==> src/rtl/prefix_scan_pkg.sv <==
package prefix_scan_pkg;
  localparam int unsigned NUM_GRP = 5;

  typedef enum logic [2:0] {
    G_OSZ = 3'd0,
    G_ASZ = 3'd1,
    G_SEG = 3'd2,
    G_LCK = 3'd3,
    G_REP = 3'd4
  } grp_e;

  typedef logic [2:0] seg_t;
  typedef logic [1:0] rep_t;

  localparam seg_t SEG_NONE = 3'd0;
  localparam seg_t SEG_ES   = 3'd1;
  localparam seg_t SEG_CS   = 3'd2;
  localparam seg_t SEG_SS   = 3'd3;
  localparam seg_t SEG_DS   = 3'd4;
  localparam seg_t SEG_FS   = 3'd5;
  localparam seg_t SEG_GS   = 3'd6;

  localparam rep_t REP_NONE = 2'd0;
  localparam rep_t REP_EQ   = 2'd1;
  localparam rep_t REP_NE   = 2'd2;

  typedef struct packed {
    logic hit;
    grp_e grp;
    seg_t seg;
    rep_t rep;
  } pfx_cls_t;

  function automatic pfx_cls_t classify_byte(input logic [7:0] b);
    pfx_cls_t c;
    c = '{hit: 1'b1, grp: G_OSZ, seg: SEG_NONE, rep: REP_NONE};
    case (b)
      8'h66: c.grp = G_OSZ;
      8'h67: c.grp = G_ASZ;
      8'h26: begin c.grp = G_SEG; c.seg = SEG_ES; end
      8'h2E: begin c.grp = G_SEG; c.seg = SEG_CS; end
      8'h36: begin c.grp = G_SEG; c.seg = SEG_SS; end
      8'h3E: begin c.grp = G_SEG; c.seg = SEG_DS; end
      8'h64: begin c.grp = G_SEG; c.seg = SEG_FS; end
      8'h65: begin c.grp = G_SEG; c.seg = SEG_GS; end
      8'hF0: c.grp = G_LCK;
      8'hF3: begin c.grp = G_REP; c.rep = REP_EQ; end
      8'hF2: begin c.grp = G_REP; c.rep = REP_NE; end
      default: c.hit = 1'b0;
    endcase
    return c;
  endfunction

  function automatic logic seg_dropped_in_long(input seg_t s);
    return (s == SEG_ES) || (s == SEG_CS) || (s == SEG_SS) || (s == SEG_DS);
  endfunction
endpackage

==> src/rtl/pfx_classifier.sv <==
module pfx_classifier
  import prefix_scan_pkg::*;
(
  input  logic [7:0]         byte_in,
  output pfx_cls_t           cls,
  output logic [NUM_GRP-1:0] grp_hot
);
  assign cls = classify_byte(byte_in);

  for (genvar g = 0; g < NUM_GRP; g++) begin : g_hot
    assign grp_hot[g] = cls.hit && (cls.grp == grp_e'(g));
  end
endmodule

==> src/rtl/pfx_group_tracker.sv <==
module pfx_group_tracker
  import prefix_scan_pkg::*;
(
  input  logic               clk,
  input  logic               rst,
  input  logic               clear,
  input  logic               take,
  input  logic               mode64,
  input  pfx_cls_t           cls,
  input  logic [NUM_GRP-1:0] grp_hot,
  output logic               dup,
  output logic               conf,
  output logic               osz,
  output logic               asz,
  output seg_t               seg,
  output logic               lock,
  output rep_t               rep
);
  logic [NUM_GRP-1:0] seen_q, seen_nxt;

  assign dup = |(grp_hot & seen_q);

  always_comb begin
    seen_nxt = seen_q;
    for (int g = 0; g < NUM_GRP; g++) begin
      if (take && grp_hot[g]) seen_nxt[g] = 1'b1;
    end
  end

  always_ff @(posedge clk) begin
    if (rst || clear) begin
      seen_q <= '0;
      conf   <= 1'b0;
      osz    <= 1'b0;
      asz    <= 1'b0;
      seg    <= SEG_NONE;
      lock   <= 1'b0;
      rep    <= REP_NONE;
    end else if (take) begin
      seen_q <= seen_nxt;
      if (dup) conf <= 1'b1;
      case (cls.grp)
        G_OSZ: osz <= 1'b1;
        G_ASZ: asz <= 1'b1;
        G_SEG: if (!(mode64 && seg_dropped_in_long(cls.seg))) seg <= cls.seg;
        G_LCK: lock <= 1'b1;
        G_REP: rep <= cls.rep;
        default: ;
      endcase
    end
  end
endmodule

==> src/rtl/pfx_scan_counter.sv <==
module pfx_scan_counter #(
  parameter int unsigned MAX_PFX = 14,
  localparam int unsigned CNT_W  = $clog2(MAX_PFX + 1)
) (
  input  logic             clk,
  input  logic             rst,
  input  logic             clear,
  input  logic             inc,
  output logic [CNT_W-1:0] cnt,
  output logic             at_max
);
  assign at_max = (cnt == CNT_W'(MAX_PFX));

  always_ff @(posedge clk) begin
    if (rst || clear) cnt <= '0;
    else if (inc)     cnt <= cnt + 1'b1;
  end
endmodule

==> src/rtl/prefix_scanner.sv <==
module prefix_scanner
  import prefix_scan_pkg::*;
#(
  parameter int unsigned MAX_PFX = 14,
  localparam int unsigned CNT_W  = $clog2(MAX_PFX + 1)
) (
  input  logic             clk,
  input  logic             rst,
  input  logic             in_valid,
  input  logic [7:0]       in_data,
  output logic             in_ready,
  input  logic             mode64,
  output logic             sum_valid,
  output logic             sum_opsize,
  output logic             sum_addrsize,
  output logic [2:0]       sum_seg,
  output logic             sum_lock,
  output logic [1:0]       sum_rep,
  output logic             sum_conflict,
  output logic             sum_overflow,
  output logic [CNT_W-1:0] sum_offset,
  output logic [7:0]       sum_byte
);
  pfx_cls_t           cls;
  logic [NUM_GRP-1:0] grp_hot;
  logic               accept, take, end_evt, over_evt, fin_evt;
  logic               dup, trk_conf, trk_osz, trk_asz, trk_lock, at_max;
  seg_t               trk_seg;
  rep_t               trk_rep;
  logic [CNT_W-1:0]   cnt;

  assign in_ready = !rst;
  assign accept   = in_valid && in_ready;
  assign take     = accept && cls.hit && !at_max;
  assign over_evt = accept && cls.hit && at_max;
  assign end_evt  = accept && !cls.hit;
  assign fin_evt  = end_evt || over_evt;

  pfx_classifier u_cls (
    .byte_in (in_data),
    .cls     (cls),
    .grp_hot (grp_hot)
  );

  pfx_group_tracker u_trk (
    .clk     (clk),
    .rst     (rst),
    .clear   (fin_evt),
    .take    (take),
    .mode64  (mode64),
    .cls     (cls),
    .grp_hot (grp_hot),
    .dup     (dup),
    .conf    (trk_conf),
    .osz     (trk_osz),
    .asz     (trk_asz),
    .seg     (trk_seg),
    .lock    (trk_lock),
    .rep     (trk_rep)
  );

  pfx_scan_counter #(.MAX_PFX(MAX_PFX)) u_cnt (
    .clk    (clk),
    .rst    (rst),
    .clear  (fin_evt),
    .inc    (take),
    .cnt    (cnt),
    .at_max (at_max)
  );

  always_ff @(posedge clk) begin
    if (rst) begin
      sum_valid    <= 1'b0;
      sum_opsize   <= 1'b0;
      sum_addrsize <= 1'b0;
      sum_seg      <= SEG_NONE;
      sum_lock     <= 1'b0;
      sum_rep      <= REP_NONE;
      sum_conflict <= 1'b0;
      sum_overflow <= 1'b0;
      sum_offset   <= '0;
      sum_byte     <= '0;
    end else begin
      sum_valid <= fin_evt;
      if (fin_evt) begin
        sum_opsize   <= trk_osz;
        sum_addrsize <= trk_asz;
        sum_seg      <= trk_seg;
        sum_lock     <= trk_lock;
        sum_rep      <= trk_rep;
        sum_conflict <= trk_conf;
        sum_overflow <= over_evt;
        sum_offset   <= cnt;
        sum_byte     <= in_data;
      end
    end
  end
endmodule

==> config.mk <==
export PLATFORM = sky130hd
export DESIGN_NAME = prefix_scanner
export DESIGN_NICKNAME = d
export VERILOG_FILES = /design/src/rtl/prefix_scan_pkg.sv /design/src/rtl/pfx_classifier.sv /design/src/rtl/pfx_group_tracker.sv /design/src/rtl/pfx_scan_counter.sv /design/src/rtl/prefix_scanner.sv
export SDC_FILE = /design/constraint.sdc
export NUM_CORES = 1
export LEC_CHECK = 0
export ABC_AREA = 1
export BUFFER_PORTS_ARGS = -buffer_cell sky130_fd_sc_hd__buf_2
export CORE_MARGIN = 2
export CORE_UTILIZATION = 30
export CTS_BUF_LIST = sky130_fd_sc_hd__clkbuf_2
export DETAILED_ROUTE_END_ITERATION = 8
export PLACE_DENSITY = 0.47
export SLEW_MARGIN = 20
export SYNTH_ARGS = -nofsm -noshare
export SYNTH_HDL_FRONTEND = slang
export SYNTH_HIERARCHICAL = 1
export SYNTH_SLANG_ARGS = --single-unit
==> constraint.sdc <==
create_clock -name clk -period 4.03 [get_ports clk]
set_input_delay 0.6045 -clock clk [delete_from_list [all_inputs] [get_ports clk]]
set_output_delay 0.6045 -clock clk [all_outputs]
set_load 0.005 [all_outputs]
==> results.txt <==
The worst setup path is of the in2reg kind. The startpoint identified for the worst hold timing path is in_data[4]. Data on the critical path arrives at its endpoint at 2.76 ns.

The run gives 0 as the total overflow reported by the global router. 0 antenna diodes ended up in the layout. The first global-routing pass estimated 8.15 mm of wire. The final cycle utilization of the critical path came out at 59.7%. The layout net count came out at 366. The tools report the reg-to-reg critical path startpoint as u_cnt/cnt[0]$_SDFFE_PP0P_. The final layout contains routed wiring with a total length of 4.70 mm. Number of design rule violations left after detail routing: 0. The TritonCTS sink count came out at 41. TritonCTS built the clock tree. The path with the worst hold slack has its endpoint at sum_byte[4]$_SDFFE_PP0P_.

Data on the critical path is required at its endpoint by 4.38 ns. The run gives 1792 as the via count of the first global-routing pass. The tree is rooted in a clkbuf_2. The average via count per standard cell was 4.17.

The final critical delay including setup and external delays came out at 2.41 ns. STA classifies the critical path startpoint as a primary input. Entering global routing, the biggest net connects 28 pins. The first routing iteration left 43 violations. Final number of hold-violating endpoints: 0. Capturing element type of the critical path: a register.

The initial antenna violation count is 0, and the worst clock skew is 0.00343 ns. At the pin with the least slew margin, the transition time is 0.589 ns. The number of port buffers works out to 35. Summed over all cells, the static leakage comes to 1.31 nW. The number of cells on the worst reg-to-reg path was 10.

The number of cells in the finished layout apart from fillers was 448. Along the worst hold path, the cell count comes to 3. The final setup violation count was 0. The logs give 2140 um2 for the post-synth design cell area and 0.39 ns for the clock insertion delay at the later pin of the skew report. Number of I/O pins: 36. Dividing total power by cell area gives a power density of 302 nW/um2. Summed over all failing endpoints, the final setup total negative slack is 0 ns. The highest ir drop seen on vdd was 0.000121 V; the post-detailed-route count of antenna-violating nets was 0.

Cells with a size suffix above 1 make up 19.9% of the layout. The synthesized area divided by synthesized cell count is 6.67 um2, and the effective utilization at floorplan is 31.3%. The via count is 1866, and the number of warnings issued by yosys is 6. The worst setup slack for register-to-register paths was 1.65 ns.

The flow ran to the end, and the final reports show no timing, DRC or antenna violations. Counting every instance in the synthesized netlist gives 320. The design draws 0.724 mW. The area of the die is 7810 um2, and the half-perimeter wire length after detailed placement is 3.55 mm. Compared with the post-synthesis result, the final layout area differs by 12.3%. From bottom edge to top edge, the die measures 88.4 um. Of all nets on the critical path, the largest fanout is 23. The number of gates resized after CTS was 0.

No sink is reached through more buffers than the 2 on the longest clock path. The die is 88.4 um wide. The number of maximum-capacitance constraint violations is 0, and the fmax is 415 MHz.

For the placeable core area, the log shows 6830 um2. Buffers added to address setup during post-CTS repair amount to 0. The per-cell routed wire length is 10.5 um. Headroom to the max-slew limit came out at 60.7%. The first detailed-routing pass ran for 4 iterations. The clock transition at the registers of the reported paths works out to 0.20 ns. In this run the critical register-to-register path is captured at u_trk/conf$_SDFFE_PP0P_. Buffers inserted during clock tree synthesis total 5. Global routing consumed, over all layers together, 13.5% of the routing resources.

The number of nets handed over by synthesis was 334. The post-placement cell count came out at 441. In this run the worst hold path is classified as in2reg. The tools report the post-cts hold buffer count as 0. The initialized floorplan defines 30 standard-cell rows.

Setup repair after global routing left no endpoint under its margin. The routability congestion estimate from global placement was 0.801. Max-slew violation total from the final report: 0. The deepest level of the CTS H-tree came out at 2.
-- metrics by stage --
step | area, um2 | hold slack, ns | util [%] | setup slack [ns]
5_1_grt | 2400 | 0.425 | 35.1 | 1.31
3_5_place_dp | 2340 | 0.445 | 34.2 | 1.17
2_1_floorplan | 2140 | 0.430 | - | 1.43
4_1_cts | 2400 | 0.442 | 35.1 | 1.60
6_report | 2400 | 0.467 | 35.1 | 1.62
3_3_place_gp | 2340 | 0.445 | 34.2 | 1.18
-- power breakdown --
| part | internal, mW | total, mW | switching [mW] |
|---|---|---|---|
| sequential | 0.413 | 0.417 | 0.00311 |
| combinational | 0.0216 | 0.0694 | 0.0478 |
| clock | 0.101 | 0.238 | 0.137 |
-- registers in the layout, summed over array words and instances, names as in the netlist, 2 cells and up --
name,flops
sum_byte,8
u_trk/seen_q,5
sum_offset,4
u_cnt/cnt,4
sum_seg,3
u_trk/seg,3
sum_rep,2
u_trk/rep,2
-- worst max path at each step --
stage                          start                        end  slack (ns)  cells past startpoint
after floorplan           in_data[3]  u_trk/seg[2]$_SDFFE_PP0P_        1.43                     14
after global placement    in_data[3]    u_trk/conf$_SDFFE_PP0P_        1.18                     12
after detailed placement  in_data[3]    u_trk/conf$_SDFFE_PP0P_        1.17                     12
after CTS                 in_data[3]    u_trk/conf$_SDFFE_PP0P_        1.60                     12
after global routing      in_data[3]    u_trk/conf$_SDFFE_PP0P_        1.31                     12
final                     in_data[3]    u_trk/conf$_SDFFE_PP0P_        1.62                     12
-- final cells by class --
type,count,area [um2]
Tap cell,96,120
Clock buffer,5,25.0
Fill cell,796,4430
Inverter,61,229
Clock inverter,2,35.0
Sequential cell,41,821
Timing Repair Buffer,36,183
Multi-Input combinational cell,207,986
-- routing by layer --
layer	track usage [%]	share of wire, %	vias up
met5	0	0	-
met4	4.55	2.2	0
met3	3.54	3.8	8
met2	22.4	43	32
met1	17.1	51	801
li1	-	-	1025
-- layout by cell type (no fill, tap or decap), drive strengths merged, types with 2 or more instances in the layout --
cell    instances
a21oi           9
o21ai          10
buf            36
nand2          85
ha              2
dfxtp          41
nor2           58
nand4           2
nand3          36
inv            61
clkbuf          5
-- critical path: stages --
cell and delay [ns]:
buf_2 0.12, nor2_1 0.19, nand4_2 0.19, nor2_2 0.16
nor2_1 0.06, nand2_1 0.08, nand2_2 0.27, nand2_4 0.35
inv_2 0.07, nor2_2 0.36, inv_1 0.15, a21oi_1 0.13
Note: power is estimated with default switching activity, not from simulation.
